**config.mk**
```make
export PLATFORM = sky130hd
export DESIGN_NAME = pwr_guard_seq
export DESIGN_NICKNAME = d
export VERILOG_FILES = /design/src/rtl/pwr_guard_pkg.sv /design/src/rtl/pwr_flag_filt.sv /design/src/rtl/pwr_rec_timer.sv /design/src/rtl/pwr_guard_fsm.sv /design/src/rtl/pwr_guard_seq.sv
export SDC_FILE = /design/constraint.sdc
export NUM_CORES = 1
export LEC_CHECK = 0
export ABC_AREA = 1
export BUFFER_PORTS_ARGS = -buffer_cell sky130_fd_sc_hd__buf_2
export CORE_MARGIN = 3
export CORE_UTILIZATION = 63
export CTS_BUF_LIST = sky130_fd_sc_hd__clkbuf_4
export CTS_CLUSTER_SIZE = 40
export DETAILED_ROUTE_END_ITERATION = 12
export PLACE_DENSITY_LB_ADDON = 0.3
export SLEW_MARGIN = 20
export SYNTH_ARGS = -nofsm -noshare
export SYNTH_HDL_FRONTEND = slang
export SYNTH_HIERARCHICAL = 1
export SYNTH_SLANG_ARGS = --single-unit
export TNS_END_PERCENT = 50
```
**constraint.sdc**
```tcl
create_clock -name clk -period 4 [get_ports clk]
set_input_delay 0.6 -clock clk [delete_from_list [all_inputs] [get_ports clk]]
set_output_delay 0.6 -clock clk [all_outputs]
set_load 0.03 [all_outputs]
```
**src/rtl/pwr_guard_pkg.sv**
```systemverilog
package pwr_guard_pkg;

   typedef enum logic [1:0] {
      PG_NORMAL  = 2'd0,
      PG_PROTECT = 2'd1,
      PG_BATTERY = 2'd2,
      PG_RECOVER = 2'd3
   } pg_state_e;

   localparam int PG_NCH   = 2;
   localparam int PG_CH_OK = 0;
   localparam int PG_CH_BT = 1;

endpackage

```
**src/rtl/pwr_flag_filt.sv**
```systemverilog
module pwr_flag_filt #(
   parameter int NCH      = 2,
   parameter int FILT_CYC = 8
) (
   input  logic           clk,
   input  logic           rst_n,
   input  logic [NCH-1:0] raw_i,
   output logic [NCH-1:0] flt_o
);
   localparam int CW = $clog2(FILT_CYC + 1);

   for (genvar c = 0; c < NCH; c++) begin : g_ch
      logic s1, s2, f;

      always_ff @(posedge clk or negedge rst_n) begin
         if (!rst_n) begin
            s1 <= 1'b1;
            s2 <= 1'b1;
         end else begin
            s1 <= raw_i[c];
            s2 <= s1;
         end
      end

      if (FILT_CYC == 1) begin : g_direct
         always_ff @(posedge clk or negedge rst_n) begin
            if (!rst_n) f <= 1'b1;
            else        f <= s2;
         end
      end else begin : g_count
         logic [CW-1:0] cnt;
         always_ff @(posedge clk or negedge rst_n) begin
            if (!rst_n) begin
               f   <= 1'b1;
               cnt <= '0;
            end else if (s2 == f) begin
               cnt <= '0;
            end else if (cnt == CW'(FILT_CYC - 1)) begin
               f   <= s2;
               cnt <= '0;
            end else begin
               cnt <= cnt + 1'b1;
            end
         end
      end

      assign flt_o[c] = f;
   end
endmodule

```
**src/rtl/pwr_rec_timer.sv**
```systemverilog
module pwr_rec_timer #(
   parameter int REC_CYC = 100000
) (
   input  logic clk,
   input  logic rst_n,
   input  logic run_i,
   output logic done_o
);
   localparam int CW = $clog2(REC_CYC + 1);

   logic [CW-1:0] cnt;
   logic          at_end;

   assign at_end = (cnt == CW'(REC_CYC - 1));
   assign done_o = run_i && at_end;

   always_ff @(posedge clk or negedge rst_n) begin
      if (!rst_n)               cnt <= '0;
      else if (!run_i)          cnt <= '0;
      else if (!at_end)         cnt <= cnt + 1'b1;
   end
endmodule

```
**src/rtl/pwr_guard_fsm.sv**
```systemverilog
module pwr_guard_fsm
   import pwr_guard_pkg::*;
(
   input  logic      clk,
   input  logic      rst_n,
   input  logic      vok_f_i,
   input  logic      vbat_f_i,
   input  logic      rec_done_i,
   output pg_state_e state_o
);
   pg_state_e st, nx;

   always_comb begin
      nx = st;
      unique case (st)
         PG_NORMAL: begin
            if (!vbat_f_i)      nx = PG_BATTERY;
            else if (!vok_f_i)  nx = PG_PROTECT;
         end
         PG_PROTECT: begin
            if (!vbat_f_i)      nx = PG_BATTERY;
            else if (vok_f_i)   nx = PG_RECOVER;
         end
         PG_BATTERY: begin
            if (vbat_f_i)       nx = vok_f_i ? PG_RECOVER : PG_PROTECT;
         end
         PG_RECOVER: begin
            if (!vbat_f_i)      nx = PG_BATTERY;
            else if (!vok_f_i)  nx = PG_PROTECT;
            else if (rec_done_i) nx = PG_NORMAL;
         end
         default:               nx = PG_RECOVER;
      endcase
   end

   always_ff @(posedge clk or negedge rst_n) begin
      if (!rst_n) st <= PG_RECOVER;
      else        st <= nx;
   end

   assign state_o = st;
endmodule

```
**src/rtl/pwr_guard_seq.sv**
```systemverilog
module pwr_guard_seq
   import pwr_guard_pkg::*;
#(
   parameter int DW            = 8,
   parameter int FILT_CYC      = 8,
   parameter int REC_CYC       = 100000,
   parameter int REC_MIN_CYC   = 40000,
   parameter int REC_MAX_CYC   = 200000,
   parameter int DESEL_MAX_CYC = 200
) (
   input  logic          clk,
   input  logic          rst_n,
   input  logic          vok_i,
   input  logic          vbat_i,
   input  logic          ce_n_i,
   input  logic          we_n_i,
   input  logic          oe_n_i,
   input  logic [DW-1:0] arr_rdata_i,
   output logic          ce_n_o,
   output logic          we_n_o,
   output logic          oe_n_o,
   output logic [DW-1:0] bus_dq_o,
   output logic          bus_dq_en_o,
   output logic          protect_o,
   output logic          batt_sel_o,
   output logic          ready_o
);
   localparam int DESEL_LAT = FILT_CYC + 3;

   if (DW < 1) begin : g_bad_dw
      $error("pwr_guard_seq: DW must be at least 1");
   end
   if (FILT_CYC < 1) begin : g_bad_filt
      $error("pwr_guard_seq: FILT_CYC must be at least 1");
   end
   if (REC_CYC < REC_MIN_CYC || REC_CYC > REC_MAX_CYC) begin : g_bad_rec
      $error("pwr_guard_seq: REC_CYC outside recovery window");
   end
   if (DESEL_LAT > DESEL_MAX_CYC) begin : g_bad_lat
      $error("pwr_guard_seq: deselect latency exceeds bound");
   end

   logic [PG_NCH-1:0] raw, flt;
   logic              rec_done;
   pg_state_e         state;
   logic              access_ok;

   assign raw[PG_CH_OK] = vok_i;
   assign raw[PG_CH_BT] = vbat_i;

   pwr_flag_filt #(.NCH(PG_NCH), .FILT_CYC(FILT_CYC)) u_filt (
      .clk   (clk),
      .rst_n (rst_n),
      .raw_i (raw),
      .flt_o (flt)
   );

   pwr_rec_timer #(.REC_CYC(REC_CYC)) u_timer (
      .clk    (clk),
      .rst_n  (rst_n),
      .run_i  (state == PG_RECOVER),
      .done_o (rec_done)
   );

   pwr_guard_fsm u_fsm (
      .clk        (clk),
      .rst_n      (rst_n),
      .vok_f_i    (flt[PG_CH_OK]),
      .vbat_f_i   (flt[PG_CH_BT]),
      .rec_done_i (rec_done),
      .state_o    (state)
   );

   assign access_ok  = (state == PG_NORMAL);
   assign ready_o    = access_ok;
   assign protect_o  = !access_ok;
   assign batt_sel_o = (state == PG_BATTERY);

   // gating is combinational so a running write is cut in the protect cycle
   assign ce_n_o = ce_n_i | !access_ok;
   assign we_n_o = we_n_i | !access_ok;
   assign oe_n_o = oe_n_i | !access_ok;

   assign bus_dq_en_o = access_ok && !ce_n_i && !oe_n_i && we_n_i;
   assign bus_dq_o    = bus_dq_en_o ? arr_rdata_i : '0;
endmodule

```
# Word level (Yosys, flattened, before mapping)
# Index checks and enable logic that the tools add are counted.
dict set report totals {
  regBits 33
  out_inout_bits 15
  ramBits 0
  word_cells 59
  mem_count 0
  latch_bits 0
  input_bits 15
  mem_bits_ro 0
}
dict set report op_classes {
  order_cmp 0
  shifts 0
  n_eq_ne 13
  mul 0
  muxes 17
  n_div 0
  add_sub_neg 3
  n_bitwise 5
  reduce_logical 11
}
# op n
set op_table {}
lappend op_table {{17-bit two-way mux} 2}
lappend op_table {{2-bit two-way mux} 9}
lappend op_table {{17-bit by 1-bit adder with 17-bit output, second input constant} 1}
lappend op_table {{17-bit equality test, second input constant} 1}
lappend op_table {{4-bit two-way mux} 4}
lappend op_table {{4-bit by 1-bit adder with 4-bit output, second input constant} 2}
lappend op_table {{4-bit by 3-bit equality test with 1-bit output, second input constant} 2}
lappend op_table {{8-bit two-way mux} 1}
lappend op_table {{2-bit one-hot mux with 4 select lines} 1}
lappend op_table {{3-bit != test, second input constant} 2}
lappend op_table {{2-bit equality test, second input constant} 2}
lappend op_table {{1-bit logical AND} 4}
lappend op_table {{4-bit != test, second input constant} 1}
lappend op_table {{2-bit AND reduction} 2}
lappend op_table {{4-bit AND reduction} 1}
lappend op_table {{1-bit logical NOT} 3}
lappend op_table {{1-bit bitwise OR} 3}
lappend op_table {{1-bit equality test} 2}
lappend op_table {{2-bit by 1-bit equality test with 1-bit output, second input constant} 1}
lappend op_table {{2-bit logical NOT} 1}
lappend op_table {{2-bit by 1-bit != test with 1-bit output, second input constant} 1}
lappend op_table {{2-bit != test, second input constant} 1}
lappend op_table {{1-bit inverter} 2}

# Depth between registers and ports, before layout
# Gate-level depths: netlist (run 1).
dict set report logic_depth {
  depth_word 6
  ltp_mapped 13
  mapped_depth_nobuf 13
}

# Cells and area by module
# The synthesis (run 1) kept the hierarchy.
# module area_per_inst_um2 n_inst cells_each seq_area_each_um2
set by_module_without_submodules {}
lappend by_module_without_submodules {pwr_rec_timer 1061.0 1 156 425.4}
lappend by_module_without_submodules {pwr_flag_filt 580.6 1 60 357.8}
lappend by_module_without_submodules {pwr_guard_fsm 186.4 1 30 52.6}
lappend by_module_without_submodules {pwr_guard_seq 137.6 1 31 0.0}

# Worst setup path before layout (run 1)
# Ideal clock, no wire load.
dict set report synth_path {
  kind {input to output}
  from {input port we_n_i}
  to {output port bus_dq_o[0]}
  t_arrival_ns 1.334
  slack_ns 2.066
  required_ns 3.400
  path_stages 4
  cell_sequence {inv_1 -> nor2_1 -> nand3_4 -> nor2_1}
}
dict set report synth_via {
  elab_chain_len 2
}
# item line_no
set synth_lines {}
lappend synth_lines {{start: declaration} pwr_guard_seq.sv:16} ;# input logic we_n_i,
lappend synth_lines {{1-bit logical AND} pwr_guard_seq.sv:84} ;# assign bus_dq_en_o = access_ok && !ce_n_i && !oe_n_i && we_n_i;
lappend synth_lines {{8-bit two-way mux} pwr_guard_seq.sv:85} ;# assign bus_dq_o = bus_dq_en_o ? arr_rdata_i : '0;
lappend synth_lines {{end: declaration} pwr_guard_seq.sv:22} ;# output logic [DW-1:0] bus_dq_o,
# No other way between the ends.

# Final worst setup path (run 1)
dict set report layout_path {
  from {register u_fsm.st[1], in the netlist u_fsm/state_o[1]}
  to {register u_fsm.st[1], in the netlist u_fsm/state_o[1]}
}
dict set report layout_via {
  elab_chain_len 4
  word_cells_on_any_way 11
  cone_classes {eq/ne (7); mux (1); reduce/logical (3)}
}
# item line_no
set layout_lines {}
lappend layout_lines {{start: declaration} pwr_guard_fsm.sv:11} ;# pg_state_e st, nx;
lappend layout_lines {{start signal: assignment} pwr_guard_fsm.sv:38} ;# else st <= nx;
lappend layout_lines {{2-bit equality test} pwr_guard_seq.sv:61} ;# .run_i (state == PG_RECOVER),
lappend layout_lines {{1-bit logical AND} pwr_rec_timer.sv:15} ;# assign done_o = run_i && at_end;
lappend layout_lines {{via rec_done} pwr_guard_seq.sv:44} ;# logic rec_done;
lappend layout_lines {{4-bit != test (no source line)} n/a}
lappend layout_lines {{4-bit AND reduction (no source line)} n/a}
# The timed path passes the listed nets, and every way through them passes these cells.
# A chain may end at the register's enable or synchronous reset.

==> flow_metrics.py, run 1 <==
metrics = {
    "final_layout": {
        "drive_gt1_share_pct": 19.6,
        "multi_input_area_um2": 935,
        "antenna_cells": 0,
        "nNetsFinal": 328,
        "final_util_pct": 76.6,
        "fill_cells": 218,
        "ff_latch_area_um2": 836,
        "areaGrowthSynthToFinish_pct": 11.2,
    },
    "critical_path": {
        "critPathMaxFanout": 14,
        "critPathCaptureType": "flip-flop",
        "timing.critical_path.mode_cell": "nand2_1",
        "crit_path_start_kind": "flip-flop",
        "cp.buffers_inverters": 2,
        "crit_type": "flip-flop to flip-flop",
        "crit_path_top_delay_cell": "dfstp_2",
        "crit_family": "simple AND/OR/NAND/NOR gates",
        "max_stage_delay_ps": 660,
        "arrival_ps": 2400,
        "crit_required_ps": 4280,
        "crit_path_cell_trace": "nand2_1 -> inv_1 -> nand2_1 -> inv_1 -> nand2_1 -> nor2_1 -> nand2_1 -> nor2_1 -> nor2_2 -> nand2_2 -> nand3_2 -> nand2_1 -> nand2_1",
    },
    "clock_tree": {
        "worstSkewPairLatency_ps": 350,
        "cts_buffer_depth": 2,
        "post_cts_buffers": 0,
        "numCtsBuffers": 5,
        "cts_tree": "yes",
        "h-tree-depth": 2,
        "ctsResizeCount": 0,
        "postCtsHoldBufs": 0,
        "clkTransAtPathRegs_ps": 110,
        "cts-root-buf": "clkbuf_4",
        "clock_sinks": 33,
    },
    "placement": {
        "port_buffers": 29,
        "place_hpwl_um": 3170,
        "gp_congestion": 0.935,
    },
    "detailed_routing": {
        "vias": 1853,
        "drtIter0Drc": 142,
        "routedWlPerCell_um": 12.0,
        "drc": 0,
        "first_pass_iters": 4,
        "wirelength_um": 4120,
        "drt.antenna.violating_nets": 0,
        "viasPerCell": 5.42,
    },
    "grt": {
        "antenna_found_initial": 0,
        "grt_max_degree": 34,
        "grt_usage_pct": 24.9,
        "grt_pass1_wl_um": 7020,
        "gr-total-overflow": 0,
        "grt_pass1_vias": 1712,
    },
    "sta": {
        "setup_viol": 0,
        "skew_ps": 11.4,
        "drv_slew": 0,
        "clock.fmax_ghz": 0.471,
        "fin_crit_sh_pct": 53.1,
        "rsz0062_at_grt": "false",
        "period_minus_slack_ps": 2120,
        "worstMarginPinSlew_ps": 703,
        "max_slew_margin_pct": 53.1,
        "fin_setup_tns_ps": 0,
        "finalHoldViolations": 0,
    },
    "synthesis": {
        "synth_largest_area_cell": "dfrtp_1",
        "yosys_warnings": 6,
        "ys_types": 27,
        "synth-edff-count": 0,
        "async_flop_share_pct": 100,
        "synth_nets": 295,
        "synthFlopType": "dfrtp_1",
        "synth_seq_area_share_pct": 42.5,
        "ys_ff_latch": 33,
        "netlist_instances": 277,
        "netlist_top_cells_area": "dfrtp_1 (32%), nand2_1 (14%), dfstp_2 (11%), nor2_1 (10%), inv_1 (8.8%)",
        "syn_avg_cell_area_um2": 7.10,
        "mappedNetlistArea_mm2": 0.00197,
        "synth_top_area_share_pct": 31.8,
    },
    "floorplan": {
        "coreArea_mm2": 0.00285,
        "die_w_um": 61.9,
        "dieArea_mm2": 0.00383,
        "dieHeight_um": 61.9,
        "io-pin-count": 30,
        "rows": 19,
        "start_util_pct": 68.9,
    },
    "pwr": {
        "power.density_mw_per_mm2": 459,
        "vdd_drop_max_uv": 318,
        "leakage_uw": 0.00111,
        "finalPower_uw": 1000,
    },
    "status": {
        "status": "finished clean",
    },
    "run": {
        "maxCapViolCount": 0,
    },
    "worst_hold_path": {
        "hold_path_class": "primary input to async pin",
    },
}
## Yosys cell counts (all sizes together) (3+ instances only)
cell and number:
a21oi 4, nor2 61, o21bai 3, inv 47, nand4 12, nor3 3
o21ai 5, dfstp 8, ha 3, nand2 74, dfrtp 25, nand3 22
## flip-flops by register name, indices dropped and copies added (netlist names)
signal and count:
u_timer/cnt 17, u_filt/g_ch.g_count.cnt 8, u_filt/g_ch.f 2, u_filt/g_ch.s1 2
u_filt/g_ch.s2 2, u_fsm/state_o 2
## path summary, 6_finish.rpt
path / from / to / slack [ps] / cells past startpoint
worst max-delay path: u_fsm/state_o[1] / u_fsm/state_o[1] / 1880 / 13
worst min-delay path: rst_n / u_filt/g_ch[1].g_count.cnt[3] / 290 / 1
worst max register to register: u_fsm/state_o[1] / u_fsm/state_o[1] / 1880 / 13
worst min register to register: u_filt/g_ch[1].s1 / u_filt/g_ch[1].s2 / 360 / 0
max in group asynchronous: rst_n / u_timer/cnt[8] / 3250 / 1
min in group clk: vbat_i / u_filt/g_ch[1].s1 / 340 / 1
## worst register-to-register path, stage by stage, from the launching register on
cell,delay (ps)
dfstp_2,660
nand2_1,70
inv_1,300
nand2_1,100
inv_1,60
nand2_1,40
nor2_1,220
nand2_1,80
nor2_1,110
nor2_2,60
nand2_2,90
nand3_2,90
nand2_1,100
nand2_1,80
## cell usage in the layout, fill, tap and decap left out
cell | netlist | layout
nor2_1 | 54 | 54
nor3_2 | 1 | 1
nand3_2 | 3 | 3
nor3_1 | 2 | 2
ha_1 | 3 | 3
a31oi_1 | 2 | 2
xor2_1 | 2 | 2
o21ai_1 | 2 | 2
nand2_1 | 72 | 72
a21oi_1 | 3 | 3
inv_2 | 1 | 1
nor2_2 | 5 | 5
nand2_2 | 2 | 2
buf_2 | 0 | 29
clkbuf_4 | 0 | 5
clkinvlp_4 | 0 | 1
clkinv_2 | 0 | 2
or2_1 | 1 | 1
nand3_4 | 1 | 1
o21ai_0 | 3 | 3
nand3_1 | 18 | 18
nand4_1 | 12 | 12
a21oi_2 | 1 | 1
dfstp_2 | 8 | 8
dfrtp_1 | 25 | 25
nor2_4 | 2 | 2
xnor2_1 | 2 | 2
o21bai_1 | 3 | 3
inv_1 | 46 | 46
## power by group
group          total (uW)  internal (uW)  switching (uW)
logic                 353            112             241
clock network         181           66.1             114
registers             469            397            71.9
## metrics by stage
step | setup slack, ps | hold WS [ps] | std cells | instance area, um2
after floorplan | 2070 | 304 | 277 | 1970
after global placement | 2050 | 346 | 334 | 2130
after detailed placement | 1930 | 347 | 334 | 2130
after CTS | 1910 | 299 | 342 | 2190
after global routing | 1670 | 322 | 342 | 2190
final | 1880 | 286 | 342 | 2190
## layout make-up
type	count	share of cell area, %
Sequential cell	33	38.2
Timing Repair Buffer	29	6.64
Clock inverter	3	0.801
Multi-Input combinational cell	194	42.8
Clock buffer	5	1.72
Tap cell	31	1.77
Inverter	47	8.07
## metal layers
metal	part of all wire (%)	global-route usage [%]
met5	0	0
met4	3.2	13.6
met1	43	29.1
met2	45	40.8
met3	8.3	7.85
## cells by family (layout without fill, tap and decap cells)
family	Yosys count	after routing	share of synthesized area, %
flops	33	33	42.5
simple gates	173	173	39.6
fa+ha+maj	3	3	1.91
compound gates	14	14	4.26
buf+inv	50	84	9.93
xor+xnor	4	4	1.78
Note: power is estimated with default switching activity, not from simulation.
==> run 2, diff against run 1 <==
- CORE_UTILIZATION: 63 -> 53
- clock period: 4 -> 1.82 ns (I/O delays scaled with it)
==> flow_metrics.py, run 2 (synthesized netlist as in run 1, its figures left out) <==
metrics = {
    "sta": {
        "clock.fmax_ghz": 0.573,
        "skew_ps": 11.2,
        "max_slew_margin_pct": 52.4,
        "holdWs_ps": 15.6,
        "setup_viol": 0,
        "finalHoldViolations": 0,
        "drv_slew": 0,
        "worstMarginPinSlew_ps": 714,
        "fin_ws_ps": 73.7,
        "period_minus_slack_ps": 1750,
        "fin_crit_sh_pct": 95.9,
    },
    "final_layout": {
        "fill_cells": 310,
        "top_register": "u_timer/cnt",
        "nNetsFinal": 334,
        "largest_reg_flops": 17,
        "top_regs": "u_timer/cnt (17), u_filt/g_ch.g_count.cnt (8)",
        "drive_gt1_share_pct": 20.2,
        "antenna_cells": 0,
        "final_area_mm2": 0.00225,
        "layout_common_cells": "nand2_1 (72), nor2_1 (54), inv_1 (46), buf_2 (27), dfrtp_1 (25)",
        "final_util_pct": 65.4,
        "final_common_cell": "nand2_1",
        "areaGrowthSynthToFinish_pct": 14.6,
    },
    "critical_path": {
        "crit_family": "flip-flops",
        "crit_required_ps": 1550,
        "critPathMaxFanout": 9,
        "max_stage_delay_ps": 540,
        "crit_start": "u_fsm/state_o[1]",
        "crit_path_cell_trace": "buf_4 -> nor2_4 -> buf_4 -> nand2_1 -> buf_2",
        "crit_path_top_delay_cell": "dfstp_2",
        "rrSetupSlack_ps": 330,
        "crit_type": "flip-flop to output pin",
        "rr_startpoint": "u_fsm/state_o[0]",
        "cp.buffers_inverters": 3,
        "critPathCaptureType": "output pin",
        "timing.critical_path.mode_cell": "buf_4",
        "crit_path_start_kind": "flip-flop",
        "arrival_ps": 1470,
    },
    "detailed_routing": {
        "wirelength_um": 3920,
        "first_pass_iters": 6,
        "drc": 0,
        "drtIter0Drc": 130,
        "routedWlPerCell_um": 10.8,
        "drt.antenna.violating_nets": 0,
        "viasPerCell": 4.94,
        "vias": 1794,
    },
    "floorplan": {
        "coreArea_mm2": 0.00344,
        "die_w_um": 66.9,
        "dieHeight_um": 66.9,
        "dieArea_mm2": 0.00448,
        "io-pin-count": 30,
        "start_util_pct": 57.1,
        "rows": 21,
    },
    "clock_tree": {
        "numCtsBuffers": 5,
        "cts_tree": "yes",
        "h-tree-depth": 2,
        "clkTransAtPathRegs_ps": 100,
        "cts-root-buf": "clkbuf_4",
        "clock_sinks": 33,
        "worstSkewPairLatency_ps": 350,
        "cts_buffer_depth": 2,
    },
    "grt": {
        "grt_usage_pct": 20.5,
        "grt_pass1_wl_um": 6870,
        "grt_pass1_vias": 1613,
        "antenna_found_initial": 0,
        "grt_max_degree": 34,
        "gr-total-overflow": 0,
    },
    "pwr": {
        "power.switching_uw": 924,
        "combPwrFrac_pct": 39.3,
        "power.density_mw_per_mm2": 993,
        "switching_share_pct": 41.3,
        "vdd_drop_max_uv": 466,
        "power_frac_seq_pct": 43.4,
        "p_clk_share_pct": 17.4,
        "p_int_uw": 1310,
        "finalPower_uw": 2240,
        "leakage_uw": 0.00114,
    },
    "placement": {
        "dp_slack_ps": 343,
        "place_hpwl_um": 2910,
        "port_buffers": 29,
        "dpl_cell_area_mm2": 0.00218,
        "gp_congestion": 0.875,
    },
    "status": {
        "status": "finished clean",
    },
    "worst_hold_path": {
        "hold_path_class": "primary input to flip-flop",
        "worstHoldStart": "vok_i",
    },
    "run": {
        "maxCapViolCount": 0,
    },
}
## run 2: cell count changes in the layout (fill, tap and decap cells not counted), sizes merged
cell / change
buf: +4
clkbuf: +1
clkinv: +1
clkinvlp: -1
dlygate4sd3: +1
## run 2: per-stage QoR
| stage | TNS, ps | cells |
|---|---|---|
| 3_3_place_gp | 0 | 353 |
| 2_1_floorplan | 0 | 277 |
| 4_1_cts | 0 | 362 |
| 6_report | 0 | 363 |
| 5_1_grt | -4.77 | 363 |
| 3_5_place_dp | 0 | 353 |
## run 2: repair_timing
action	4_1_cts	5_1_grt
hold endpoints to repair	18	0
resized for setup	0	3
setup buffers	0	1
endpoints found under the setup margin	0	8
hold buffers	1	0
## run 2: path summary, 6_finish.rpt
| check | end | cells past startpoint |
|---|---|---|
| worst max-delay path | oe_n_o | 5 |
| worst min-delay path | u_filt/g_ch[0].s1 | 1 |
| worst max register to register | u_fsm/state_o[1] | 13 |
| worst min register to register | u_filt/g_ch[0].s2 | 0 |
| max in group asynchronous | u_timer/cnt[15] | 2 |
| min in group asynchronous | u_timer/cnt[0] | 2 |
## run 2: metal layers
layer  up-vias  track usage, %  part of all wire [%]
li1        938               -                     -
met4         0            9.37                   2.0
met1       810            24.6                    45
met5         -               0                     0
met2        37            34.0                    48
met3         9            5.56                   5.0
## run 2: final cells by class
class	count	area [um2]	share of cell area, %
Inverter	47	176	7.83
Tap cell	46	57.6	2.56
Timing Repair Buffer	35	198	8.78
Clock buffer	5	37.5	1.67
Clock inverter	3	12.5	0.556
Sequential cell	33	836	37.1
Multi-Input combinational cell	194	935	41.5
## run 2: power by group through the flow
| stage | clock, uW | sequential (uW) | combinational (uW) |
|---|---|---|---|
| finish | 388 | 970 | 878 |
| global route | 437 | 991 | 991 |
| CTS | 400 | 972 | 861 |
| detailed placement | 0 | 986 | 858 |
| global placement | 0 | 980 | 842 |
| floorplan | 0 | 996 | 620 |
==> run 3, diff against run 2 <==
- PLACE_DENSITY: default -> 0.81
- PLACE_DENSITY_LB_ADDON: 0.3 -> default
==> flow_metrics.py, run 3 (synthesized netlist as in run 1, its figures left out) <==
metrics = {
    "sta": {
        "fin_ws_ps": 78.6,
        "max_slew_margin_pct": 53.0,
        "setup_viol": 0,
        "period_minus_slack_ps": 1740,
        "fin_crit_sh_pct": 95.7,
        "drv_slew": 0,
        "worstMarginPinSlew_ps": 705,
        "finalHoldViolations": 0,
        "clock.fmax_ghz": 0.574,
        "fin_setup_tns_ps": 0,
        "skew_ps": 8.15,
    },
    "detailed_routing": {
        "vias": 1764,
        "routedWlPerCell_um": 10.6,
        "wirelength_um": 3860,
        "drt.antenna.violating_nets": 0,
        "first_pass_iters": 4,
        "viasPerCell": 4.86,
        "drc": 0,
        "drtIter0Drc": 104,
    },
    "critical_path": {
        "critPathCaptureType": "output pin",
        "critPathMaxFanout": 9,
        "cp.buffers_inverters": 2,
        "crit_required_ps": 1550,
        "reg2reg_depth": 13,
        "crit_path_start_kind": "flip-flop",
        "max_stage_delay_ps": 380,
        "crit_path_cell_trace": "buf_4 -> nor2_4 -> nand3_4 -> nor2_1 -> buf_2",
        "crit_family": "simple AND/OR/NAND/NOR gates",
        "arrival_ps": 1470,
        "r2r_end": "u_fsm/state_o[1]",
        "rrSetupSlack_ps": 240,
        "crit_type": "flip-flop to output pin",
        "rr_startpoint": "u_fsm/state_o[0]",
        "crit_path_top_delay_cell": "dfstp_2",
    },
    "final_layout": {
        "final_area_mm2": 0.00226,
        "antenna_cells": 0,
        "top_regs": "u_timer/cnt (17), u_filt/g_ch.g_count.cnt (8)",
        "layout_common_cells": "nand2_1 (72), nor2_1 (54), inv_1 (46), buf_2 (27), dfrtp_1 (25)",
        "nNetsFinal": 334,
        "drive_gt1_share_pct": 20.5,
        "areaGrowthSynthToFinish_pct": 14.9,
        "multi_input_area_um2": 935,
        "top_register": "u_timer/cnt",
        "fill_cells": 305,
        "ff_latch_area_um2": 836,
        "final_common_cell": "nand2_1",
        "largest_reg_flops": 17,
    },
    "floorplan": {
        "coreArea_mm2": 0.00344,
        "dieArea_mm2": 0.00448,
        "rows": 21,
        "io-pin-count": 30,
        "die_w_um": 66.9,
        "dieHeight_um": 66.9,
        "start_util_pct": 57.1,
    },
    "pwr": {
        "power.density_mw_per_mm2": 997,
        "vdd_drop_max_uv": 465,
        "leakage_uw": 0.00114,
        "finalPower_uw": 2250,
    },
    "grt": {
        "grt_usage_pct": 19.4,
        "grt_pass1_vias": 1619,
        "grt_pass1_wl_um": 6670,
        "antenna_found_initial": 0,
        "gr-total-overflow": 0,
        "grt_max_degree": 34,
    },
    "clock_tree": {
        "worstSkewPairLatency_ps": 330,
        "clkTransAtPathRegs_ps": 90,
        "h-tree-depth": 2,
        "cts_tree": "yes",
        "numCtsBuffers": 5,
        "cts-root-buf": "clkbuf_4",
        "cts_buffer_depth": 2,
        "clock_sinks": 33,
    },
    "placement": {
        "port_buffers": 29,
        "dpl_cell_area_mm2": 0.00217,
        "place_hpwl_um": 2900,
        "dp_slack_ps": 250,
        "gp_congestion": 0.869,
    },
    "worst_hold_path": {
        "min_to": "u_filt/g_ch[1].s1",
        "holdPathStages": 1,
        "worstHoldStart": "vbat_i",
        "hold_path_class": "primary input to flip-flop",
    },
    "run": {
        "maxCapViolCount": 0,
    },
    "status": {
        "status": "finished clean",
    },
}
[run 3: cell count changes in the layout (fill, tap and decap cells not counted), sizes merged]
cell    before  now
buf         33   34
clkinv       3    1
clkbuf       6    7
[run 3: report_power, final]
group / internal, uW / switching (uW) / total [uW]
sequential: 871 / 122 / 993
combinational: 303 / 550 / 853
clock: 178 / 228 / 406
[run 3: worst max path at each step]
stage                           from               end  cells after the start
floorplan           u_fsm/state_o[1]  u_fsm/state_o[1]                     13
global placement    u_fsm/state_o[0]  u_fsm/state_o[1]                     13
detailed placement  u_fsm/state_o[0]  u_fsm/state_o[1]                     13
CTS                 u_fsm/state_o[1]       bus_dq_o[7]                      5
global route        u_fsm/state_o[1]       bus_dq_o[6]                      5
finish              u_fsm/state_o[1]       bus_dq_o[7]                      5
[run 3: what timing repair did]
action / in CTS / in global routing
hold buffers: 1 / 0
endpoints found under the hold margin: 8 / 0
endpoints found under the setup margin: 0 / 8
buffers inserted: 0 / 2
resized for setup: 0 / 4
[run 3: layout make-up]
cell class                      count  area share, %
Multi-Input combinational cell    194           41.4
Sequential cell                    33           37.0
Timing Repair Buffer               35           8.75
Inverter                           47           7.81
Tap cell                           46           2.55
Clock buffer                        7           2.33
Clock inverter                      1          0.166
[run 3: routing by layer]
metal	part of all wire (%)	GRT usage (%)
met5	0	0
met4	0.88	6.84
met3	6.3	4.38
met2	48	32.9
met1	45	24.1
[run 3: stage by stage]
stage | hold WS, ps | utilization [%] | cells
finish | 38.7 | 65.6 | 363
global route | 13.7 | 65.6 | 363
CTS | 22.6 | 65.0 | 361
detailed placement | 350 | 63.1 | 352
global placement | 348 | 63.1 | 352
floorplan | -22.6 | - | 277
